[src/rtl/pvr_pkg.sv]
package pvr_pkg;

   localparam int unsigned PWR_W = 2;

   typedef logic [PWR_W-1:0] pwr_t;

   localparam pwr_t PWR_DEEPEST = 2'd3;

   typedef enum logic [1:0] {
      ST_IDLE,
      ST_SCAN,
      ST_RESOLVE
   } fsm_t;

   // Limit a raw request code to the supported range of power states
   function automatic pwr_t clamp_pwr(input logic [7:0] raw);
      if (raw > 8'(PWR_DEEPEST)) begin
         return PWR_DEEPEST;
      end
      return raw[PWR_W-1:0];
   endfunction

endpackage

[src/rtl/pvr_vote_table.sv]
module pvr_vote_table
   import pvr_pkg::*;
#(
   parameter int unsigned ISLANDS = 64,
   parameter int unsigned SLOTS   = 4,
   parameter int unsigned ID_W    = 8,
   localparam int unsigned ISL_W  = (ISLANDS > 1) ? $clog2(ISLANDS) : 1,
   localparam int unsigned IDX_W  = (SLOTS > 1) ? $clog2(SLOTS) : 1
) (
   input  logic             clk,
   input  logic             rst_n,
   input  logic [ISL_W-1:0] rd_island_i,
   input  logic [IDX_W-1:0] rd_slot_i,
   output logic             rd_valid_o,
   output logic [ID_W-1:0]  rd_id_o,
   output pwr_t             rd_pwr_o,
   input  logic             wr_en_i,
   input  logic [ISL_W-1:0] wr_island_i,
   input  logic [IDX_W-1:0] wr_slot_i,
   input  logic [ID_W-1:0]  wr_id_i,
   input  pwr_t             wr_pwr_i
);

   logic            occ_q [ISLANDS][SLOTS];
   logic [ID_W-1:0] who_q [ISLANDS][SLOTS];
   pwr_t            lvl_q [ISLANDS][SLOTS];

   always_ff @(posedge clk or negedge rst_n) begin
      if (!rst_n) begin
         for (int i = 0; i < int'(ISLANDS); i++) begin
            for (int s = 0; s < int'(SLOTS); s++) begin
               occ_q[i][s] <= 1'b0;
               who_q[i][s] <= '0;
               lvl_q[i][s] <= PWR_DEEPEST;
            end
         end
      end else if (wr_en_i) begin
         occ_q[wr_island_i][wr_slot_i] <= 1'b1;
         who_q[wr_island_i][wr_slot_i] <= wr_id_i;
         lvl_q[wr_island_i][wr_slot_i] <= wr_pwr_i;
      end
   end

   assign rd_valid_o = occ_q[rd_island_i][rd_slot_i];
   assign rd_id_o    = who_q[rd_island_i][rd_slot_i];
   assign rd_pwr_o   = lvl_q[rd_island_i][rd_slot_i];

   // a written entry becomes occupied and holds the written state
   a_r5_write_lands: assert property (@(posedge clk) disable iff (!rst_n)
      wr_en_i |=> (occ_q[$past(wr_island_i)][$past(wr_slot_i)] &&
                   lvl_q[$past(wr_island_i)][$past(wr_slot_i)] == $past(wr_pwr_i)))
      else $error("vote table write did not land");

endmodule

[src/rtl/pvr_slot_scan.sv]
module pvr_slot_scan
   import pvr_pkg::*;
#(
   parameter int unsigned SLOTS  = 4,
   parameter int unsigned ID_W   = 8,
   localparam int unsigned IDX_W = (SLOTS > 1) ? $clog2(SLOTS) : 1
) (
   input  logic                   clk,
   input  logic                   rst_n,
   input  logic                   start_i,
   input  logic                   step_i,
   input  logic [IDX_W-1:0]       step_idx_i,
   input  logic [ID_W-1:0]        key_id_i,
   input  logic                   rd_valid_i,
   input  logic [ID_W-1:0]        rd_id_i,
   input  pwr_t                   rd_pwr_i,
   output logic                   hit_o,
   output logic [IDX_W-1:0]       hit_idx_o,
   output logic                   free_o,
   output logic [IDX_W-1:0]       free_idx_o,
   output pwr_t [SLOTS-1:0]       snap_o
);

   logic             hit_q, free_q;
   logic [IDX_W-1:0] hit_idx_q, free_idx_q;
   pwr_t [SLOTS-1:0] snap_q;

   always_ff @(posedge clk or negedge rst_n) begin
      if (!rst_n) begin
         hit_q      <= 1'b0;
         free_q     <= 1'b0;
         hit_idx_q  <= '0;
         free_idx_q <= '0;
         snap_q     <= {SLOTS{PWR_DEEPEST}};
      end else if (start_i) begin
         hit_q  <= 1'b0;
         free_q <= 1'b0;
      end else if (step_i) begin
         snap_q[step_idx_i] <= rd_pwr_i;
         if (rd_valid_i && (rd_id_i == key_id_i) && !hit_q) begin
            hit_q     <= 1'b1;
            hit_idx_q <= step_idx_i;
         end
         if (!rd_valid_i && !free_q) begin
            free_q     <= 1'b1;
            free_idx_q <= step_idx_i;
         end
      end
   end

   assign hit_o      = hit_q;
   assign hit_idx_o  = hit_idx_q;
   assign free_o     = free_q;
   assign free_idx_o = free_idx_q;
   assign snap_o     = snap_q;

   // the first free entry found keeps its index for the rest of the scan
   a_r5_first_free_kept: assert property (@(posedge clk) disable iff (!rst_n)
      (free_q && step_i && !start_i) |=> (free_q && free_idx_q == $past(free_idx_q)))
      else $error("free entry index moved during scan");

   // a matching entry, once found, is not displaced by a later one
   a_r4_match_kept: assert property (@(posedge clk) disable iff (!rst_n)
      (hit_q && step_i && !start_i) |=> (hit_q && hit_idx_q == $past(hit_idx_q)))
      else $error("match index moved during scan");

endmodule

[src/rtl/pvr_min_reduce.sv]
module pvr_min_reduce
   import pvr_pkg::*;
#(
   parameter int unsigned SLOTS  = 4,
   localparam int unsigned IDX_W = (SLOTS > 1) ? $clog2(SLOTS) : 1
) (
   input  pwr_t             seed_i,
   input  pwr_t [SLOTS-1:0] states_i,
   input  logic             replace_en_i,
   input  logic [IDX_W-1:0] replace_idx_i,
   input  pwr_t             replace_pwr_i,
   output pwr_t             result_o
);

   pwr_t chain [SLOTS+1];

   assign chain[0] = seed_i;

   for (genvar s = 0; s < int'(SLOTS); s++) begin : g_lane
      pwr_t eff;
      assign eff = (replace_en_i && (replace_idx_i == IDX_W'(s))) ? replace_pwr_i
                                                                 : states_i[s];
      assign chain[s+1] = (eff < chain[s]) ? eff : chain[s];
   end

   assign result_o = chain[SLOTS];

   // the minimum never lies above its seed nor above a freshly written vote
   always_comb begin
      a_r7_not_above_seed: assert (result_o <= seed_i)
         else $error("minimum above seed");
      if (replace_en_i) begin
         a_r7_not_above_new: assert (result_o <= replace_pwr_i)
            else $error("minimum above new vote");
      end
   end

endmodule

[src/rtl/power_vote_resolver.sv]
module power_vote_resolver
   import pvr_pkg::*;
#(
   parameter int unsigned ISLANDS = 64,
   parameter int unsigned SLOTS   = 4,
   parameter int unsigned ID_W    = 8,
   parameter int unsigned REQ_W   = 3,
   localparam int unsigned ISL_W  = (ISLANDS > 1) ? $clog2(ISLANDS) : 1
) (
   input  logic             clk,
   input  logic             rst_n,
   input  logic             req_valid_i,
   output logic             req_ready_o,
   input  logic [ISL_W-1:0] req_island_i,
   input  logic [ID_W-1:0]  req_id_i,
   input  logic [REQ_W-1:0] req_state_i,
   output logic             done_o,
   output logic [ISL_W-1:0] done_island_o,
   output logic [1:0]       done_state_o,
   output logic             overflow_o
);

   localparam int unsigned IDX_W = (SLOTS > 1) ? $clog2(SLOTS) : 1;
   localparam logic [IDX_W-1:0] LAST_IDX = IDX_W'(SLOTS - 1);

   if (SLOTS < 2 || (1 << IDX_W) != SLOTS) begin : g_bad_slots
      $error("SLOTS must be a power of two and at least 2");
   end
   if (ISLANDS < 2 || (1 << ISL_W) != ISLANDS) begin : g_bad_islands
      $error("ISLANDS must be a power of two and at least 2");
   end
   if (REQ_W < PWR_W || REQ_W > 8) begin : g_bad_req
      $error("REQ_W must lie between the state width and 8");
   end
   if (ID_W < 1) begin : g_bad_id
      $error("ID_W must be at least 1");
   end

   fsm_t             fsm_q;
   logic [ISL_W-1:0] isl_q;
   logic [ID_W-1:0]  id_q;
   pwr_t             pwr_q;
   logic [IDX_W-1:0] cnt_q;

   logic accept;
   assign req_ready_o = (fsm_q == ST_IDLE);
   assign accept      = req_valid_i && req_ready_o;

   // table read port and scanner
   logic             rd_valid;
   logic [ID_W-1:0]  rd_id;
   pwr_t             rd_pwr;
   logic             hit, free;
   logic [IDX_W-1:0] hit_idx, free_idx;
   pwr_t [SLOTS-1:0] snap;

   // resolve stage
   logic             resolving, ovf_w, wr_en;
   logic [IDX_W-1:0] tgt_idx;
   pwr_t             seed, result;

   assign resolving = (fsm_q == ST_RESOLVE);
   assign ovf_w     = !hit && !free;
   assign tgt_idx   = hit ? hit_idx : free_idx;
   assign wr_en     = resolving && !ovf_w;
   assign seed      = ovf_w ? pwr_q : PWR_DEEPEST;

   pvr_vote_table #(
      .ISLANDS (ISLANDS),
      .SLOTS   (SLOTS),
      .ID_W    (ID_W)
   ) i_table (
      .clk         (clk),
      .rst_n       (rst_n),
      .rd_island_i (isl_q),
      .rd_slot_i   (cnt_q),
      .rd_valid_o  (rd_valid),
      .rd_id_o     (rd_id),
      .rd_pwr_o    (rd_pwr),
      .wr_en_i     (wr_en),
      .wr_island_i (isl_q),
      .wr_slot_i   (tgt_idx),
      .wr_id_i     (id_q),
      .wr_pwr_i    (pwr_q)
   );

   pvr_slot_scan #(
      .SLOTS (SLOTS),
      .ID_W  (ID_W)
   ) i_scan (
      .clk        (clk),
      .rst_n      (rst_n),
      .start_i    (accept),
      .step_i     (fsm_q == ST_SCAN),
      .step_idx_i (cnt_q),
      .key_id_i   (id_q),
      .rd_valid_i (rd_valid),
      .rd_id_i    (rd_id),
      .rd_pwr_i   (rd_pwr),
      .hit_o      (hit),
      .hit_idx_o  (hit_idx),
      .free_o     (free),
      .free_idx_o (free_idx),
      .snap_o     (snap)
   );

   pvr_min_reduce #(
      .SLOTS (SLOTS)
   ) i_reduce (
      .seed_i        (seed),
      .states_i      (snap),
      .replace_en_i  (!ovf_w),
      .replace_idx_i (tgt_idx),
      .replace_pwr_i (pwr_q),
      .result_o      (result)
   );

   always_ff @(posedge clk or negedge rst_n) begin
      if (!rst_n) begin
         fsm_q         <= ST_IDLE;
         isl_q         <= '0;
         id_q          <= '0;
         pwr_q         <= PWR_DEEPEST;
         cnt_q         <= '0;
         done_o        <= 1'b0;
         done_island_o <= '0;
         done_state_o  <= PWR_DEEPEST;
         overflow_o    <= 1'b0;
      end else begin
         done_o     <= 1'b0;
         overflow_o <= 1'b0;
         unique case (fsm_q)
            ST_IDLE: begin
               if (accept) begin
                  isl_q <= req_island_i;
                  id_q  <= req_id_i;
                  pwr_q <= clamp_pwr(8'(req_state_i));
                  cnt_q <= '0;
                  fsm_q <= ST_SCAN;
               end
            end
            ST_SCAN: begin
               cnt_q <= cnt_q + 1'b1;
               if (cnt_q == LAST_IDX) begin
                  fsm_q <= ST_RESOLVE;
               end
            end
            ST_RESOLVE: begin
               done_o        <= 1'b1;
               done_island_o <= isl_q;
               done_state_o  <= result;
               overflow_o    <= ovf_w;
               fsm_q         <= ST_IDLE;
            end
            default: fsm_q <= ST_IDLE;
         endcase
      end
   end

   // an accepted vote makes the block busy on the next cycle
   a_r1_busy_after_accept: assert property (@(posedge clk) disable iff (!rst_n)
      accept |=> !req_ready_o)
      else $error("ready stayed high after accept");

   // the result strobe lasts one cycle
   a_r2_done_single: assert property (@(posedge clk) disable iff (!rst_n)
      done_o |=> !done_o)
      else $error("done lasted more than one cycle");

   // overflow is only reported together with a result
   a_r6_overflow_with_done: assert property (@(posedge clk) disable iff (!rst_n)
      overflow_o |-> done_o)
      else $error("overflow without done");

   // the resolved state never lies deeper than the clamped vote
   a_r3_result_bound: assert property (@(posedge clk) disable iff (!rst_n)
      done_o |-> (done_state_o <= pwr_q))
      else $error("result deeper than the vote");

endmodule

[config.mk]
export PLATFORM = sky130hd
export DESIGN_NAME = power_vote_resolver
export DESIGN_NICKNAME = d
export VERILOG_FILES = /design/src/rtl/pvr_pkg.sv /design/src/rtl/pvr_vote_table.sv /design/src/rtl/pvr_slot_scan.sv /design/src/rtl/pvr_min_reduce.sv /design/src/rtl/power_vote_resolver.sv
export SDC_FILE = /design/constraint.sdc
export NUM_CORES = 2
export LEC_CHECK = 0
export CAP_MARGIN = 20
export CORE_MARGIN = 2
export CORE_UTILIZATION = 58
export CTS_CLUSTER_SIZE = 40
export DETAILED_ROUTE_END_ITERATION = 6
export HOLD_SLACK_MARGIN = 0.06
export PLACE_DENSITY = 0.86
export SYNTH_ARGS = -nofsm -noshare
export SYNTH_HDL_FRONTEND = slang
export SYNTH_HIERARCHICAL = 1
export SYNTH_SLANG_ARGS = --single-unit
[constraint.sdc]
create_clock -name clk -period 3.4 [get_ports clk]
set_input_delay 0.51 -clock clk [delete_from_list [all_inputs] [get_ports clk]]
set_output_delay 0.51 -clock clk [all_outputs]
set_load 0.005 [all_outputs]
==> flow_metrics.py <==
metrics = {
    "outcome": {
        "outcome": "finished with violations",
        "violations": "design-rule violations, negative setup slack",
    },
    "detailed_routing": {
        "routed_wl_um": 396000,
        "post-route-drc-count": 1,
        "drtIter0Drc": 10200,
        "drt_first_pass_iters": 7,
        "ant_nets": 0,
        "routedWlPerCell_um": 32.2,
        "vias": 83500,
        "via_per_inst": 6.78,
    },
    "clocking": {
        "clk_pin_slew_ns": 0.06,
        "clock-sinks": 2860,
        "clockBufferDepth": 4,
        "clkLatencyLatePin_ns": 0.96,
        "htree_levels": 5,
        "cts_buffers": 298,
        "clockRootBuffer": "clkbuf_16",
        "cts_tree": "built",
    },
    "cells_and_area": {
        "area_growth_pct": 15.2,
        "nNetsFinal": 9111,
        "regArea_mm2": 0.0723,
        "multi_input_area_mm2": 0.0548,
        "finish.utilization_pct": 67.0,
        "stdcell_count": 12300,
        "final_area_mm2": 0.150,
        "final_layout_size_suffix_gt1_share_pct": 58.7,
        "fillers": 13600,
    },
    "pwr": {
        "ir_drop_uv": 850,
        "power_density_mw_per_mm2": 700,
        "p_leak_uw": 0.0717,
    },
    "worst_hold_path": {
        "hold_class": "input port to asynchronous set/reset pin",
    },
    "yosys": {
        "syn_inst": 8616,
        "syn_area_mm2": 0.130,
        "synthDistinctLibCells": 85,
        "synth_seq_area_share_pct": 55.4,
        "synth_top_flop_cell": "dfrtp_1",
        "synth-async-reset-ratio_pct": 100,
        "yosysWarnings": 6,
        "synth.avg_cell_area_um2": 15.1,
        "synth_nets": 8645,
        "synth-seq-cells": 2860,
        "synth_edf_count": 0,
    },
    "place": {
        "gp_congestion": 1.00,
        "pre_cts_slack_ns": -1.13,
        "place_area_mm2": 0.139,
        "hpwl_um": 255000,
        "dp.cells": 11700,
        "portBuffers": 30,
    },
    "sta": {
        "final-setup-viol-count": 27,
        "slew_viol_final": 0,
        "fin_crit_sh_pct": 127,
        "fmax_ghz": 0.232,
        "setup_ws_ns": -0.912,
        "skew_ns": 0.0601,
        "worstMarginPinSlew_ns": 1.24,
        "final_hold_viol_count": 0,
        "min_period_ns": 4.31,
        "rsz0062_at_grt": "true",
        "worst_slew_margin_rel_pct": 17.6,
    },
    "critical_path": {
        "cp_cell_sequence": "buf_12 > buf_16 > buf_16 > buf_4 > inv_2 > buf_4 > a31oi_1 > nand2_1 > nor3_1 > or4_1 > and4_1 > xor2_1 > or4_4 > nor4_4 > mux2_4",
        "cp-end-kind": "flop",
        "slowest_stage": "nor3_1",
        "crit_required_ns": 4.22,
        "crit_family": "simple AND/OR/NAND/NOR gates",
        "path_buf_inv": 6,
        "cp-start-kind": "flop",
        "cp_max_fo": 22,
        "max_stage_delay_ns": 0.55,
        "crit_type": "flop to flop",
        "cp.arrival_ns": 5.13,
    },
    "floorplan": {
        "rows": 174,
        "start_util_pct": 58.2,
        "die_x_um": 478,
        "chipHeight_um": 478,
        "io_pins": 31,
        "core-area_mm2": 0.224,
        "die_area_mm2": 0.229,
    },
    "run": {
        "cap_violations": 0,
    },
    "global_routing": {
        "grt_pass1_wl_um": 590000,
        "antenna_found_initial": 20,
        "grt_overflow_total": 0,
        "grt_pass1_vias": 88300,
        "grt_max_degree": 220,
        "track_usage_pct": 34.7,
    },
}
==> kinds of logic after synthesis <==
logic type	count (synthesis)	share of synthesized area, %
mux	3474	35.3
flops	2860	55.4
simple gates	963	3.74
buf+inv	851	2.94
compound gates	451	2.46
fa+ha+maj	9	0.0864
xor+xnor	8	0.0538
==> report_power, final <==
part	switching, µW	internal (µW)	total [µW]
sequential	1660	35600	37300
clock	13400	19400	32800
combinational	21800	13200	35000
==> cells in the mapped netlist, types with 8 or more instances <==
master / count / area, µm²
nand2b_1: 108 / 676
dfrtp_1: 2336 / 58500
o221ai_1: 17 / 149
ha_1: 9 / 113
clkbuf_1: 487 / 1830
and3_1: 8 / 50.1
mux2_4: 9 / 135
nor2_1: 236 / 886
nor2b_1: 31 / 194
nand2_1: 226 / 848
o211ai_1: 16 / 120
mux2i_1: 213 / 2130
a22o_1: 18 / 158
mux4_2: 632 / 14200
or2_2: 165 / 1030
nor4_1: 11 / 68.8
buf_6: 34 / 383
a211oi_1: 31 / 233
buf_8: 8 / 120
inv_1: 9 / 33.8
mux2_2: 2582 / 29100
a221oi_1: 18 / 158
or3_1: 8 / 50.1
nand3_1: 76 / 380
dfstp_2: 524 / 13800
nor3_1: 31 / 155
buf_4: 43 / 323
o21ai_0: 12 / 60.1
a31oi_1: 14 / 87.6
a211o_1: 9 / 78.8
o22ai_1: 38 / 238
buf_1: 162 / 608
a21oi_1: 95 / 475
a22oi_1: 131 / 983
buf_2: 106 / 531
mux2_1: 38 / 428
and2_1: 13 / 81.3
==> per-layer routing <==
metal	vias up	global-route usage (%)	part of all wire, %
met2	5230	51.4	45
met1	44400	44.6	36
met5	-	0	0.020
met3	1419	11.5	11
li1	32500	-	-
met4	14	21.0	7.0
==> sequential cells by signal, indices dropped and copies added (netlist names) <==
| name | flops |
|---|---|
| cnt_q | 2 |
| done_island_o | 6 |
| done_o | 1 |
| done_state_o | 2 |
| fsm_q | 2 |
| i_scan/free_idx_o | 2 |
| i_scan/free_o | 1 |
| i_scan/hit_idx_o | 2 |
| i_scan/hit_o | 1 |
| i_scan/snap_o | 8 |
| i_table/lvl_q | 512 |
| i_table/occ_q | 256 |
| i_table/who_q | 2048 |
| id_q | 8 |
| isl_q | 6 |
| overflow_o | 1 |
| pwr_q | 2 |
==> area by class of cell <==
| cell class | count | share of cell area (%) |
|---|---|---|
| sequential | 2860 | 48.1 |
| multi-input combinational | 4905 | 36.5 |
| inverter | 11 | 0.0308 |
| timing repair buffer | 1006 | 6.30 |
| clock inverter | 77 | 0.635 |
| tap | 2992 | 2.49 |
| clock buffer | 447 | 5.85 |
| antenna | 19 | 0.0317 |
==> worst paths after layout <==
path	cells after the start	start	slack, ns	endpoint
worst min register to register	1	i_table/occ_q[234]	0.46	i_table/occ_q[234]
max in group asynchronous	4	rst_n	1.80	i_table/who_q[422]
worst max register to register	15	isl_q[0]	-0.91	i_scan/hit_idx_o[0]
min in group clk	3	req_state_i[0]	0.15	pwr_q[0]
worst min-delay path	2	rst_n	0.10	i_table/who_q[1940]
worst max-delay path	15	isl_q[0]	-0.91	i_scan/hit_idx_o[0]
==> placed cells by master, fill, tap and decap left out, types with 11 or more instances in the layout <==
master / count
mux4_2: 632
a22oi_2: 15
a31oi_1: 13
buf_16: 15
o211ai_1: 16
a211oi_1: 29
buf_6: 24
buf_12: 104
buf_4: 824
o21ai_0: 12
nand2_1: 214
nand2_2: 13
nand2b_1: 108
clkbuf_8: 68
nor2_1: 232
a22o_1: 18
mux2i_1: 208
nor3_1: 23
dfstp_2: 522
dfrtp_1: 2322
mux2_4: 17
bufinv_16: 21
o221ai_1: 17
or2_2: 165
o22ai_1: 36
a22oi_1: 116
clkinv_2: 46
a221oi_1: 15
a21oi_1: 85
diode_2: 19
nand3_1: 70
clkdlybuf4s50_1: 29
clkbuf_1: 77
mux2_1: 36
nor2b_1: 25
dfrtp_4: 13
mux2_2: 2576
clkbuf_16: 302
and2_1: 11
==> worst reg2reg max path: cells and delay by family (launching register included) <==
kind	cells	cell delay, ns
AND/OR/NAND/NOR	6	1.92
buffers and inverters	6	1.24
flip-flops	1	0.44
multiplexers	1	0.34
AO/OA/AOI/OAI	1	0.15
XOR/XNOR	1	0.08
==> repair_timing <==
item,CTS,global route
hold endpoints to repair,850,0
gates cloned,7,0
resized for setup,96,61
pin swaps,17,14
endpoints found under the setup margin,185,81
hold buffers,2,0
setup buffers,30,8
==> stage by stage <==
step | power (µW) | setup TNS [ns] | hold WS [ns]
after CTS | 104000 | -3.94 | 0.0642
after global routing | 108000 | -6.12 | 0.0877
final | 105000 | -6.76 | 0.100
after detailed placement | 69500 | -16.29 | 0.418
after floorplan | 54200 | -0.138 | 0.214
after global placement | 68700 | -23.58 | 0.419
Power figures use the tool's default switching activity.
